`config.mk`:
```
export PLATFORM = sky130hd
export DESIGN_NAME = i2c_byte_master
export DESIGN_NICKNAME = d
export VERILOG_FILES = /design/src/rtl/i2c_eng_pkg.sv /design/src/rtl/i2c_tick_gen.sv /design/src/rtl/i2c_bus_seq.sv /design/src/rtl/i2c_reg_file.sv /design/src/rtl/i2c_byte_master.sv
export SDC_FILE = /design/constraint.sdc
export NUM_CORES = 1
export LEC_CHECK = 0
export CORE_MARGIN = 2
export CORE_UTILIZATION = 30
export DETAILED_ROUTE_END_ITERATION = 10
export GPL_TIMING_DRIVEN = 1
export PLACE_DENSITY = 0.62
export SYNTH_ARGS = -nofsm -noshare
export SYNTH_HDL_FRONTEND = slang
export SYNTH_HIERARCHICAL = 1
export SYNTH_SLANG_ARGS = --single-unit
```
`constraint.sdc`:
```
create_clock -name clk -period 5.4 [get_ports clk]
set_input_delay 1.08 -clock clk [delete_from_list [all_inputs] [get_ports clk]]
set_output_delay 1.08 -clock clk [all_outputs]
set_load 0.02 [all_outputs]
```
`src/rtl/i2c_eng_pkg.sv`:
```
package i2c_eng_pkg;

  // Bus operation currently owned by the sequencer
  typedef enum logic [1:0] {
    OP_IDLE = 2'd0,
    OP_COND = 2'd1,   // START or repeated START
    OP_STOP = 2'd2,
    OP_BYTE = 2'd3
  } op_e;

  // Command field encodings in the control register
  localparam logic [1:0] CMD_NONE  = 2'd0;
  localparam logic [1:0] CMD_COND  = 2'd1;
  localparam logic [1:0] CMD_STOP  = 2'd2;

  // Register word indices
  localparam int unsigned ADDR_CTRL = 0;
  localparam int unsigned ADDR_DATA = 1;
  localparam int unsigned ADDR_STAT = 2;

  // Status bit positions
  localparam int unsigned ST_BUSY  = 7;
  localparam int unsigned ST_DONE  = 3;
  localparam int unsigned ST_TXE   = 1;
  localparam int unsigned ST_NACK  = 0;

  localparam int unsigned BYTE_W   = 8;

endpackage

```
`src/rtl/i2c_tick_gen.sv`:
```
module i2c_tick_gen #(
  parameter int unsigned HALF_PER = 4
) (
  input  logic clk,
  input  logic rst_n,
  input  logic run,
  output logic tick
);
  localparam int unsigned CNT_W = (HALF_PER > 1) ? $clog2(HALF_PER) : 1;
  localparam logic [CNT_W-1:0] CNT_LAST = CNT_W'(HALF_PER - 1);

  logic [CNT_W-1:0] cnt_q, cnt_d;

  assign tick = run && (cnt_q == CNT_LAST);

  always_comb begin
    if (!run || tick) cnt_d = '0;
    else              cnt_d = cnt_q + 1'b1;
  end

  always_ff @(posedge clk or negedge rst_n) begin
    if (!rst_n) cnt_q <= '0;
    else        cnt_q <= cnt_d;
  end
endmodule

```
`src/rtl/i2c_bus_seq.sv`:
```
module i2c_bus_seq
  import i2c_eng_pkg::*;
(
  input  logic              clk,
  input  logic              rst_n,
  input  logic              tick,
  input  logic              launch,
  input  op_e               launch_op,
  input  logic [BYTE_W-1:0] launch_byte,
  input  logic              sda_in,
  output logic              scl_oe,
  output logic              sda_oe,
  output logic              busy,
  output op_e               op,
  output logic              done,
  output logic              done_nack
);
  localparam int unsigned BIT_W = $clog2(BYTE_W + 1);
  localparam logic [BIT_W-1:0] ACK_SLOT = BIT_W'(BYTE_W);

  op_e               op_q, op_d;
  logic [1:0]        step_q, step_d;
  logic [BIT_W-1:0]  bit_q, bit_d;
  logic [BYTE_W-1:0] shift_q, shift_d;
  logic              scl_q, scl_d, sda_q, sda_d;
  logic              ack_slot;

  assign ack_slot  = (bit_q == ACK_SLOT);
  assign busy      = (op_q != OP_IDLE);
  assign op        = op_q;
  assign scl_oe    = scl_q;
  assign sda_oe    = sda_q;
  assign done_nack = sda_in;

  always_comb begin
    op_d    = op_q;
    step_d  = step_q;
    bit_d   = bit_q;
    shift_d = shift_q;
    scl_d   = scl_q;
    sda_d   = sda_q;
    done    = 1'b0;
    if (op_q == OP_IDLE) begin
      if (launch) begin
        op_d    = launch_op;
        step_d  = '0;
        bit_d   = '0;
        shift_d = launch_byte;
      end
    end else if (tick) begin
      step_d = step_q + 2'd1;
      unique case (op_q)
        OP_COND: begin
          unique case (step_q)
            2'd0:    sda_d = 1'b0;
            2'd1:    scl_d = 1'b0;
            2'd2:    sda_d = 1'b1;
            default: begin scl_d = 1'b1; done = 1'b1; end
          endcase
        end
        OP_STOP: begin
          unique case (step_q)
            2'd0:    sda_d = 1'b1;
            2'd1:    scl_d = 1'b0;
            default: begin sda_d = 1'b0; done = 1'b1; end
          endcase
        end
        OP_BYTE: begin
          unique case (step_q)
            2'd0:    sda_d = ack_slot ? 1'b0 : ~shift_q[BYTE_W-1];
            2'd1:    scl_d = 1'b0;
            default: begin
              scl_d   = 1'b1;
              step_d  = '0;
              shift_d = {shift_q[BYTE_W-2:0], 1'b0};
              if (ack_slot) done = 1'b1;
              else          bit_d = bit_q + 1'b1;
            end
          endcase
        end
        default: ;
      endcase
      if (done) op_d = OP_IDLE;
    end
  end

  always_ff @(posedge clk or negedge rst_n) begin
    if (!rst_n) begin
      op_q    <= OP_IDLE;
      step_q  <= '0;
      bit_q   <= '0;
      shift_q <= '0;
      scl_q   <= 1'b0;
      sda_q   <= 1'b0;
    end else begin
      op_q    <= op_d;
      step_q  <= step_d;
      bit_q   <= bit_d;
      shift_q <= shift_d;
      scl_q   <= scl_d;
      sda_q   <= sda_d;
    end
  end
endmodule

```
`src/rtl/i2c_reg_file.sv`:
```
module i2c_reg_file
  import i2c_eng_pkg::*;
#(
  parameter int unsigned ADDR_W = 2,
  parameter int unsigned BUS_W  = 32
) (
  input  logic              clk,
  input  logic              rst_n,
  input  logic              bus_wr,
  input  logic [ADDR_W-1:0] bus_addr,
  input  logic [BUS_W-1:0]  bus_wdata,
  output logic [BUS_W-1:0]  bus_rdata,
  input  logic              busy,
  input  op_e               op,
  input  logic              done,
  input  logic              done_nack,
  output logic              launch,
  output op_e               launch_op,
  output logic [BYTE_W-1:0] launch_byte,
  output logic              sess_done,
  output logic [BYTE_W-1:0] data_val
);
  localparam logic [ADDR_W-1:0] A_CTRL = ADDR_W'(ADDR_CTRL);
  localparam logic [ADDR_W-1:0] A_DATA = ADDR_W'(ADDR_DATA);
  localparam logic [ADDR_W-1:0] A_STAT = ADDR_W'(ADDR_STAT);

  logic              en_q, en_d;
  logic [1:0]        cmd_q, cmd_d;
  logic              sel_q, sel_d;
  logic [BYTE_W-1:0] data_q, data_d;
  logic              done_q, done_d;
  logic              nack_q, nack_d;
  logic              wr_ctrl, wr_data, wr_stat, byte_end;
  logic              wdata_unused;

  assign wdata_unused = ^bus_wdata[BUS_W-1:BYTE_W];

  assign wr_ctrl  = bus_wr && (bus_addr == A_CTRL) && !busy;
  assign wr_data  = bus_wr && (bus_addr == A_DATA) && !busy && en_q;
  assign wr_stat  = bus_wr && (bus_addr == A_STAT);
  assign byte_end = done && (op == OP_BYTE);

  // Launch decode
  always_comb begin
    launch      = 1'b0;
    launch_op   = OP_IDLE;
    launch_byte = bus_wdata[BYTE_W-1:0];
    if (wr_data) begin
      launch    = 1'b1;
      launch_op = OP_BYTE;
    end else if (wr_ctrl && bus_wdata[0]) begin
      if (bus_wdata[2:1] == CMD_COND) begin
        launch    = 1'b1;
        launch_op = OP_COND;
      end else if (bus_wdata[2:1] == CMD_STOP) begin
        launch    = 1'b1;
        launch_op = OP_STOP;
      end
    end
  end

  // Register next state
  always_comb begin
    en_d   = en_q;
    cmd_d  = cmd_q;
    sel_d  = sel_q;
    data_d = data_q;
    done_d = done_q;
    nack_d = nack_q;
    if (wr_ctrl) begin
      en_d  = bus_wdata[0];
      cmd_d = bus_wdata[2:1];
      sel_d = bus_wdata[3];
    end
    if (byte_end) sel_d = done_nack;
    if (wr_data) data_d = bus_wdata[BYTE_W-1:0];
    if (wr_stat && bus_wdata[ST_DONE]) done_d = 1'b0;
    if (wr_stat && bus_wdata[ST_NACK]) nack_d = 1'b0;
    if (done) done_d = 1'b1;
    if (byte_end && done_nack) nack_d = 1'b1;
  end

  always_ff @(posedge clk or negedge rst_n) begin
    if (!rst_n) begin
      en_q   <= 1'b0;
      cmd_q  <= CMD_NONE;
      sel_q  <= 1'b0;
      data_q <= '0;
      done_q <= 1'b0;
      nack_q <= 1'b0;
    end else begin
      en_q   <= en_d;
      cmd_q  <= cmd_d;
      sel_q  <= sel_d;
      data_q <= data_d;
      done_q <= done_d;
      nack_q <= nack_d;
    end
  end

  // Read mux
  always_comb begin
    bus_rdata = '0;
    unique case (bus_addr)
      A_CTRL: bus_rdata[3:0] = {sel_q, cmd_q, en_q};
      A_DATA: bus_rdata[BYTE_W-1:0] = data_q;
      A_STAT: begin
        bus_rdata[ST_BUSY] = busy;
        bus_rdata[ST_DONE] = done_q;
        bus_rdata[ST_TXE]  = (op != OP_BYTE);
        bus_rdata[ST_NACK] = nack_q;
      end
      default: bus_rdata = '0;
    endcase
  end

  assign sess_done = done_q;
  assign data_val  = data_q;
endmodule

```
`src/rtl/i2c_byte_master.sv`:
```
module i2c_byte_master
  import i2c_eng_pkg::*;
#(
  parameter int unsigned HALF_PER = 4,
  parameter int unsigned ADDR_W   = 2,
  parameter int unsigned BUS_W    = 32
) (
  input  logic              clk,
  input  logic              rst_n,
  input  logic              bus_wr,
  input  logic [ADDR_W-1:0] bus_addr,
  input  logic [BUS_W-1:0]  bus_wdata,
  output logic [BUS_W-1:0]  bus_rdata,
  input  logic              sda_in,
  output logic              scl_oe,
  output logic              sda_oe
);
  logic              tick, busy, done, done_nack, launch, sess_done;
  op_e               op, launch_op;
  logic [BYTE_W-1:0] launch_byte, data_val;

  i2c_tick_gen #(.HALF_PER(HALF_PER)) u_tick (
    .clk   (clk),
    .rst_n (rst_n),
    .run   (busy),
    .tick  (tick)
  );

  i2c_bus_seq u_seq (
    .clk         (clk),
    .rst_n       (rst_n),
    .tick        (tick),
    .launch      (launch),
    .launch_op   (launch_op),
    .launch_byte (launch_byte),
    .sda_in      (sda_in),
    .scl_oe      (scl_oe),
    .sda_oe      (sda_oe),
    .busy        (busy),
    .op          (op),
    .done        (done),
    .done_nack   (done_nack)
  );

  i2c_reg_file #(.ADDR_W(ADDR_W), .BUS_W(BUS_W)) u_regs (
    .clk         (clk),
    .rst_n       (rst_n),
    .bus_wr      (bus_wr),
    .bus_addr    (bus_addr),
    .bus_wdata   (bus_wdata),
    .bus_rdata   (bus_rdata),
    .busy        (busy),
    .op          (op),
    .done        (done),
    .done_nack   (done_nack),
    .launch      (launch),
    .launch_op   (launch_op),
    .launch_byte (launch_byte),
    .sess_done   (sess_done),
    .data_val    (data_val)
  );
endmodule

```
==> results.json, run 1 <==
{
  "cts_buffers": 5,
  "numClockSinks": 34,
  "endpoint_kind": "output pin",
  "dp.final_hpwl_um": 3214,
  "dieArea_um2": 8556,
  "drc_errors": 0,
  "cts_hold_buffers": 0,
  "cts_tree": "yes",
  "async_reset_ff_frac": 1.000,
  "rsz0062_at_grt": "false",
  "drt_first_pass_iters": 4,
  "critPathArrivalTime_ns": 3.01,
  "cts_root_buffer": "clkbuf_8",
  "fin_skew_ns": 0.003534,
  "io_pins": 72,
  "ys.flop_type": "dfrtp_1",
  "final.setup.tns_ns": 0,
  "finalCriticalPeriod_ns": 4.086,
  "hold_slack_ns": 0.4587,
  "row_count": 32,
  "critPathKind": "primary input to output pin",
  "synth-seq-cells": 34,
  "antenna_found_initial": 0,
  "drv_slew": 0,
  "gp_congestion": 0.7591,
  "fin_crit_sh": 0.7567,
  "synth_edf_count": 0,
  "cts_max_level": 2,
  "postCtsSetupRepairBufs": 0,
  "areaGrowthSynthToFinish_pct": 10.65,
  "vdd_drop_max_mv": 0.1098,
  "max-clock-path-buffers": 2,
  "coreArea_um2": 7647,
  "slew_headroom": 0.4076,
  "finalHoldViolations": 0,
  "cts.clk_slew.worst_paths_ns": 0.07,
  "post-route-cell-area_um2": 2600,
  "yosysSeqAreaShare": 0.3621,
  "antenna_cells": 0,
  "drive_gt1_frac": 0.1098,
  "clk_latency_ns": 0.28,
  "required_ns": 4.32,
  "routed_wirelength_um": 4302,
  "via_per_inst": 4.459,
  "nets": 312,
  "fmax_ghz": 0.2447,
  "hold_class": "flop to flop",
  "outcome": "completed",
  "timing.max_cap.violations": 0,
  "syn_inst": 239,
  "grt_max_degree": 35,
  "syn-mean-instance-area_um2": 9.832,
  "ant_nets": 0,
  "path_max_fanout": 9,
  "total_power_mw": 0.9738,
  "grt_pass1_vias": 1498,
  "routedWlPerCell_um": 12.05,
  "numPortBuffers": 23,
  "grt-ovfl-total": 0,
  "worst_pin_slew_ns": 0.8886,
  "p_per_area_nw_per_um2": 374.5,
  "finalSetupViolations": 0,
  "yosys_warnings": 6,
  "die_h_um": 92.50,
  "cts_resized": 0,
  "yosysUniqueCellTypes": 42,
  "dpl-instance-area_um2": 2505,
  "start_util": 0.3073,
  "startpoint_type": "primary input",
  "dr_total_vias": 1592,
  "drtIter0Drc": 61,
  "die_w_um": 92.50,
  "syn_area_um2": 2350,
  "p_leak_nw": 1.225,
  "grt_pass1_wl_um": 7141,
  "track_usage": 0.1060
}
sequential cells by signal, summed over array words and instances (netlist names):
signal / flops
u_regs/cmd_q: 2
u_regs/data_val: 8
u_regs/en_q: 1
u_regs/nack_q: 1
u_regs/sel_q: 1
u_regs/sess_done: 1
u_seq/bit_q: 4
u_seq/op: 2
u_seq/scl_oe: 1
u_seq/sda_oe: 1
u_seq/shift_q: 8
u_seq/step_q: 2
u_tick/cnt_q: 2
layout make-up:
class,count,area (um^2)
fill,781,5047
multi-input combinational,173,1229
sequential,34,850.8
timing repair buffer,24,237.7
tap,102,127.6
clock buffer,6,82.58
inverter,16,60.06
clock inverter,2,12.51
path summary, 6_finish.rpt:
path / startpoint / slack [ns] / end / cells past startpoint
max reg2reg: u_seq/op[0] / 1.64 / u_seq/bit_q[3] / 9
max in group asynchronous: rst_n / 3.89 / u_tick/cnt_q[0] / 2
min: u_tick/cnt_q[0] / 0.46 / u_tick/cnt_q[0] / 1
min reg2reg: u_tick/cnt_q[0] / 0.46 / u_tick/cnt_q[0] / 1
max: bus_addr[1] / 1.31 / bus_rdata[1] / 6
min in group asynchronous: rst_n / 1.20 / u_regs/en_q / 2
logic make-up after synthesis:
group | Yosys count | share of synthesized area
mux | 18 | 0.08520
compound gates | 50 | 0.1486
fa+ha+maj | 20 | 0.1065
simple gates | 61 | 0.1443
other cells | 1 | 0.001596
buf+inv | 55 | 0.1518
flops | 34 | 0.3621
cell usage after synthesis, types with 4 or more instances:
| master | n | area share |
|---|---|---|
| o21ai_0 | 16 | 0.034 |
| dfrtp_1 | 34 | 0.36 |
| and2_1 | 4 | 0.011 |
| nand2_1 | 14 | 0.022 |
| buf_4 | 34 | 0.11 |
| mux2i_1 | 11 | 0.047 |
| o22ai_1 | 4 | 0.011 |
| nor2_1 | 18 | 0.029 |
| a21oi_1 | 11 | 0.023 |
| nand3_1 | 6 | 0.013 |
| mux2_2 | 4 | 0.019 |
| a22oi_1 | 4 | 0.013 |
| ha_1 | 20 | 0.11 |
| inv_1 | 16 | 0.026 |
through the flow:
step | utilization | setup WS [ns] | std cells
after floorplan | - | 2.428 | 262
after global placement | 0.3276 | 1.362 | 349
after detailed placement | 0.3276 | 1.338 | 349
after CTS | 0.3400 | 1.337 | 357
after global routing | 0.3400 | 1.229 | 357
final | 0.3400 | 1.314 | 357
cells in the final DEF (no fill, tap or decap), types with 6 or more instances in the layout:
cell,netlist,final
dfrtp_1,34,34
nand3_1,6,6
o21ai_0,16,16
a21oi_1,11,11
inv_1,16,16
clkbuf_8,0,6
conb_1,1,24
nor2_1,18,18
clkdlybuf4s50_1,0,23
nand2_1,14,14
ha_1,20,20
mux2i_1,11,11
layer usage:
| metal | vias up | share of wire | global-route usage |
|---|---|---|---|
| met5 | - | 0 | 0 |
| met4 | 0 | 0.0093 | 0.04478 |
| met3 | 4 | 0.049 | 0.02929 |
| met2 | 41 | 0.46 | 0.1606 |
| met1 | 744 | 0.49 | 0.1420 |
| li1 | 803 | - | - |
worst max-delay path: stages:
cell             delay [ns]
clkdlybuf4s50_1        0.50
inv_1                  0.08
ha_1                   0.33
a222oi_1               0.39
nor2_1                 0.08
clkdlybuf4s50_1        0.54
power breakdown:
group / leakage (nW) / internal [mW] / switching [mW] / total (mW)
clock network: 0.0472 / 0.102 / 0.0902 / 0.193
logic: 0.748 / 0.170 / 0.211 / 0.381
registers: 0.430 / 0.344 / 0.0559 / 0.400
total: 1.23 / 0.617 / 0.357 / 0.974
No activity file was read; power rests on OpenSTA's default activity.
==> run 2, diff against run 1 <==
--- a/config.mk
+++ b/config.mk
@@ -9,7 +9,7 @@
 export CORE_UTILIZATION = 30
 export DETAILED_ROUTE_END_ITERATION = 10
 export GPL_TIMING_DRIVEN = 1
-export PLACE_DENSITY = 0.62
+export PLACE_DENSITY = 0.64
 export SYNTH_ARGS = -nofsm -noshare
 export SYNTH_HDL_FRONTEND = slang
 export SYNTH_HIERARCHICAL = 1
==> constraint.sdc (replaced) <==
create_clock -name clk -period 3.7 [get_ports clk]
set_input_delay 0.74 -clock clk [delete_from_list [all_inputs] [get_ports clk]]
set_output_delay 0.74 -clock clk [all_outputs]
set_load 0.02 [all_outputs]
==> results.json, run 2 (synthesis results as in run 1) <==
{
  "outcome": "completed",
  "multi_input_area_um2": 1229,
  "crit_chain": "clkdlybuf4s50_1 > inv_1 > ha_1 > a222oi_1 > nor2_1 > clkdlybuf4s50_1",
  "io_pins": 72,
  "row_count": 32,
  "total_power_mw": 1.580,
  "track_usage": 0.1099,
  "drive_gt1_frac": 0.1236,
  "routed_wirelength_um": 4360,
  "start_util": 0.3073,
  "cts_max_level": 2,
  "coreArea_um2": 7647,
  "numClockSinks": 34,
  "nets": 316,
  "areaGrowthSynthToFinish_pct": 13.95,
  "required_ns": 2.96,
  "antenna_found_initial": 0,
  "critPathSlowestCell": "clkdlybuf4s50_1",
  "drv_slew": 0,
  "fmax_ghz": 0.2968,
  "dieArea_um2": 8556,
  "dr_total_vias": 1607,
  "finalCriticalPeriod_ns": 3.370,
  "ff_latch_area_um2": 850.8,
  "rrSetupSlack_ns": 1.16,
  "whs_path_depth": 1,
  "cts_buffers": 5,
  "antenna_cells": 0,
  "routedWlPerCell_um": 12.08,
  "die_h_um": 92.50,
  "endpoint_kind": "output pin",
  "finalSetupViolations": 0,
  "rsz0062_at_grt": "false",
  "numPortBuffers": 23,
  "drt_first_pass_iters": 4,
  "max-clock-path-buffers": 2,
  "r2r_start": "u_seq/op[1]",
  "fillers": 765,
  "slowest_delay_ns": 0.54,
  "clk_latency_ns": 0.29,
  "grt-ovfl-total": 0,
  "postCtsSetupRepairBufs": 0,
  "drtIter0Drc": 92,
  "die_w_um": 92.50,
  "p_leak_nw": 1.268,
  "vdd_drop_max_mv": 0.2010,
  "via_per_inst": 4.452,
  "grt_pass1_vias": 1611,
  "critPathArrivalTime_ns": 2.63,
  "final.setup.tns_ns": 0,
  "cp_common_cell": "clkdlybuf4s50_1",
  "ant_nets": 0,
  "fin_skew_ns": 0.009150,
  "drc_errors": 0,
  "cts.clk_slew.worst_paths_ns": 0.07,
  "cts_tree": "yes",
  "fin_crit_sh": 0.9107,
  "cts_root_buffer": "clkbuf_8",
  "min-delay-start": "u_tick/cnt_q[0]",
  "hold_slack_ns": 0.4767,
  "dp.final_hpwl_um": 3370,
  "critPathKind": "primary input to output pin",
  "grt_max_degree": 35,
  "cts_hold_buffers": 0,
  "grt_pass1_wl_um": 7472,
  "reg2reg_to": "u_seq/bit_q[2]",
  "final_common_cell": "dfrtp_1",
  "hold_class": "flop to flop",
  "min_to": "u_tick/cnt_q[0]",
  "timing.max_cap.violations": 0,
  "finalHoldViolations": 0,
  "cts_resized": 0,
  "p_per_area_nw_per_um2": 590.1,
  "gp_congestion": 0.7616,
  "path_max_fanout": 9,
  "rr_worst_depth": 9,
  "cp-startpoint": "bus_addr[1]",
  "layout_common_cells": "dfrtp_1 (34), conb_1 (24), clkdlybuf4s50_1 (23)",
  "startpoint_type": "primary input"
}
==> run 2: changes by cell type in the layout (fill, tap and decap cells not counted) <==
| cell | previous run | this run |
|---|---|---|
| clkinvlp_4 | 1 | 0 |
| clkinv_2 | 1 | 0 |
| bufinv_16 | 0 | 2 |
| buf_4 | 1 | 5 |
==> run 2: critical path: cells and delay by family <==
kind	cells	cell delay (ns)
compound gates	1	0.36
fa+ha+maj	1	0.33
buf+inv	3	1.13
simple gates	1	0.07
==> run 2: worst max-delay path by stage <==
stage               slack [ns]        endpoint  cells after the start
floorplan                 0.75  u_seq/bit_q[2]                     11
global placement          0.37    bus_rdata[3]                      6
detailed placement        0.33    bus_rdata[3]                      6
CTS                       0.33    bus_rdata[3]                      6
global route              0.22    bus_rdata[1]                      6
finish                    0.33    bus_rdata[3]                      6
==> run 2: final cells by class <==
| class | count | share of cell area |
|---|---|---|
| Clock buffer | 6 | 0.03084 |
| Clock inverter | 2 | 0.02243 |
| Inverter | 16 | 0.02243 |
| Multi-Input combinational cell | 173 | 0.4589 |
| Sequential cell | 34 | 0.3178 |
| Tap cell | 102 | 0.04766 |
| Timing Repair Buffer | 28 | 0.1000 |
==> run 2: stage by stage <==
step	utilization	area (um^2)	setup WS (ns)	std cells
floorplan	-	2436	0.7550	262
global placement	0.3315	2535	0.3692	353
detailed placement	0.3315	2535	0.3271	353
CTS	0.3501	2678	0.3271	361
global route	0.3501	2678	0.2174	361
finish	0.3501	2678	0.3302	361
==> run 2: layer usage <==
metal | GRT usage | vias up | part of all wire
li1 | - | 803 | -
met1 | 0.1392 | 758 | 0.48
met2 | 0.1758 | 39 | 0.46
met3 | 0.02766 | 7 | 0.044
met4 | 0.05100 | 0 | 0.017
met5 | 0 | - | 0
==> run 2: where the power goes <==
group / switching, mW / leakage [nW] / total (mW) / internal [mW]
combinational: 0.309 / 0.766 / 0.566 / 0.256
sequential: 0.0859 / 0.430 / 0.588 / 0.503
clock: 0.138 / 0.0714 / 0.426 / 0.287
total: 0.534 / 1.27 / 1.58 / 1.05
==> run 3, diff against run 2 <==
--- a/config.mk
+++ b/config.mk
@@ -5,11 +5,14 @@
 export SDC_FILE = /design/constraint.sdc
 export NUM_CORES = 1
 export LEC_CHECK = 0
+export CELL_PAD_IN_SITES_DETAIL_PLACEMENT = 1
+export CELL_PAD_IN_SITES_GLOBAL_PLACEMENT = 2
 export CORE_MARGIN = 2
-export CORE_UTILIZATION = 30
+export CORE_UTILIZATION = 25
+export CTS_BUF_LIST = sky130_fd_sc_hd__clkbuf_16
 export DETAILED_ROUTE_END_ITERATION = 10
 export GPL_TIMING_DRIVEN = 1
-export PLACE_DENSITY = 0.64
+export PLACE_DENSITY = 0.82
 export SYNTH_ARGS = -nofsm -noshare
 export SYNTH_HDL_FRONTEND = slang
 export SYNTH_HIERARCHICAL = 1
==> results.json, run 3 (synthesis results as in run 1) <==
{
  "numClockSinks": 34,
  "cts_max_level": 2,
  "numPortBuffers": 23,
  "die_h_um": 101.0,
  "ant_nets": 0,
  "via_per_inst": 4.524,
  "cp_common_cell": "clkdlybuf4s50_1",
  "max-clock-path-buffers": 2,
  "io_pins": 72,
  "dp.final_hpwl_um": 3821,
  "final.setup.tns_ns": 0,
  "fin_skew_ns": 0.003470,
  "drtIter0Drc": 100,
  "start_util": 0.2555,
  "rrSetupSlack_ns": 1.20,
  "required_ns": 2.96,
  "postCtsSetupRepairBufs": 0,
  "drt_first_pass_iters": 4,
  "grt_pass1_wl_um": 8514,
  "dpl-instance-area_um2": 2546,
  "cts.clk_slew.worst_paths_ns": 0.05,
  "hold_slack_ns": 0.4723,
  "endpoint_kind": "output pin",
  "grt_pass1_vias": 1771,
  "slowest_delay_ns": 0.54,
  "final_common_cell": "dfrtp_1",
  "grt_max_degree": 35,
  "drc_errors": 0,
  "hold_class": "flop to flop",
  "critPathKind": "primary input to output pin",
  "dp_cells": 362,
  "cts_resized": 0,
  "routed_wirelength_um": 5084,
  "fin_crit_sh": 0.9120,
  "cts_hold_buffers": 0,
  "cts_root_buffer": "clkbuf_16",
  "vdd_drop_max_mv": 0.1625,
  "pre_cts_ws_ns": 0.3199,
  "clk_latency_ns": 0.28,
  "dieArea_um2": 10190,
  "cts_buffers": 5,
  "drive_gt1_frac": 0.1197,
  "track_usage": 0.1061,
  "gp_congestion": 0.7377,
  "finalSetupViolations": 0,
  "grt-ovfl-total": 0,
  "areaGrowthSynthToFinish_pct": 14.38,
  "startpoint_type": "primary input",
  "die_w_um": 101.0,
  "fmax_ghz": 0.2963,
  "timing.max_cap.violations": 0,
  "drv_slew": 0,
  "critPathArrivalTime_ns": 2.63,
  "path_delay_family": "buffers and inverters",
  "layout_common_cells": "dfrtp_1 (34), conb_1 (24), clkdlybuf4s50_1 (23)",
  "rsz0062_at_grt": "false",
  "nets": 316,
  "p_per_area_nw_per_um2": 587.5,
  "layoutNonFillerInstCount": 370,
  "outcome": "completed",
  "finalHoldViolations": 0,
  "antenna_found_initial": 0,
  "crit_chain": "clkdlybuf4s50_1 > inv_1 > ha_1 > a222oi_1 > nor2_1 > clkdlybuf4s50_1",
  "coreArea_um2": 9196,
  "antenna_cells": 0,
  "critPathSlowestCell": "clkdlybuf4s50_1",
  "row_count": 35,
  "post-route-cell-area_um2": 2688,
  "crit_buf_inv": 3,
  "cts_tree": "yes",
  "routedWlPerCell_um": 13.74,
  "setup_slack_ns": 0.3256,
  "path_max_fanout": 9,
  "p_leak_nw": 1.263,
  "finalCriticalPeriod_ns": 3.374,
  "dr_total_vias": 1674
}
[run 3: changes by cell type in the layout (fill, tap and decap cells not counted)]
cell / change
bufinv_16: -2
clkbuf_16: +5
clkbuf_8: -6
clkinv_1: +1
clkinv_2: +1
clkinvlp_4: +1
[run 3: path summary, 6_finish.rpt]
kind	start	to	depth (start not counted)
hold / removal	u_tick/cnt_q[0]	u_tick/cnt_q[0]	1
max in group asynchronous	rst_n	u_regs/nack_q	2
min in group asynchronous	rst_n	u_regs/cmd_q[1]	2
setup reg to reg	u_seq/op[1]	u_seq/bit_q[2]	9
setup / recovery	bus_addr[1]	bus_rdata[1]	6
hold reg to reg	u_tick/cnt_q[0]	u_tick/cnt_q[0]	1
[run 3: final cells by class]
| type | count | area (um^2) |
|---|---|---|
| Sequential cell | 34 | 850.8 |
| Fill cell | 1058 | 6509 |
| Clock buffer | 5 | 125.1 |
| Tap cell | 111 | 138.9 |
| Clock inverter | 3 | 16.27 |
| Multi-Input combinational cell | 173 | 1229 |
| Inverter | 16 | 60.06 |
| Timing Repair Buffer | 28 | 267.8 |
[run 3: metal layers]
metal  global-route usage  part of all wire
met3              0.02982             0.047
met1               0.1213              0.43
met5                    0                 0
met4              0.03430             0.011
met2               0.1903              0.51
[run 3: worst reg2reg max path, stage by stage, from the launching register on]
cell,delay [ns]
dfrtp_1,0.43
inv_1,0.14
ha_1,0.18
inv_1,0.11
nand4b_1,0.26
o21ai_0,0.28
nand2_1,0.16
a2111oi_4,0.48
a21oi_1,0.13
a31o_2,0.22
[run 3: where the power goes]
| group | internal [mW] | total, mW | switching [mW] |
|---|---|---|---|
| registers | 0.504 | 0.595 | 0.0914 |
| clock network | 0.245 | 0.396 | 0.151 |
| logic | 0.258 | 0.587 | 0.330 |
[run 3: metrics by stage]
stage | util | power (mW)
after floorplan | - | 1.041
after global placement | 0.2769 | 1.152
after detailed placement | 0.2769 | 1.190
after CTS | 0.2922 | 1.603
after global routing | 0.2922 | 1.697
final | 0.2922 | 1.579
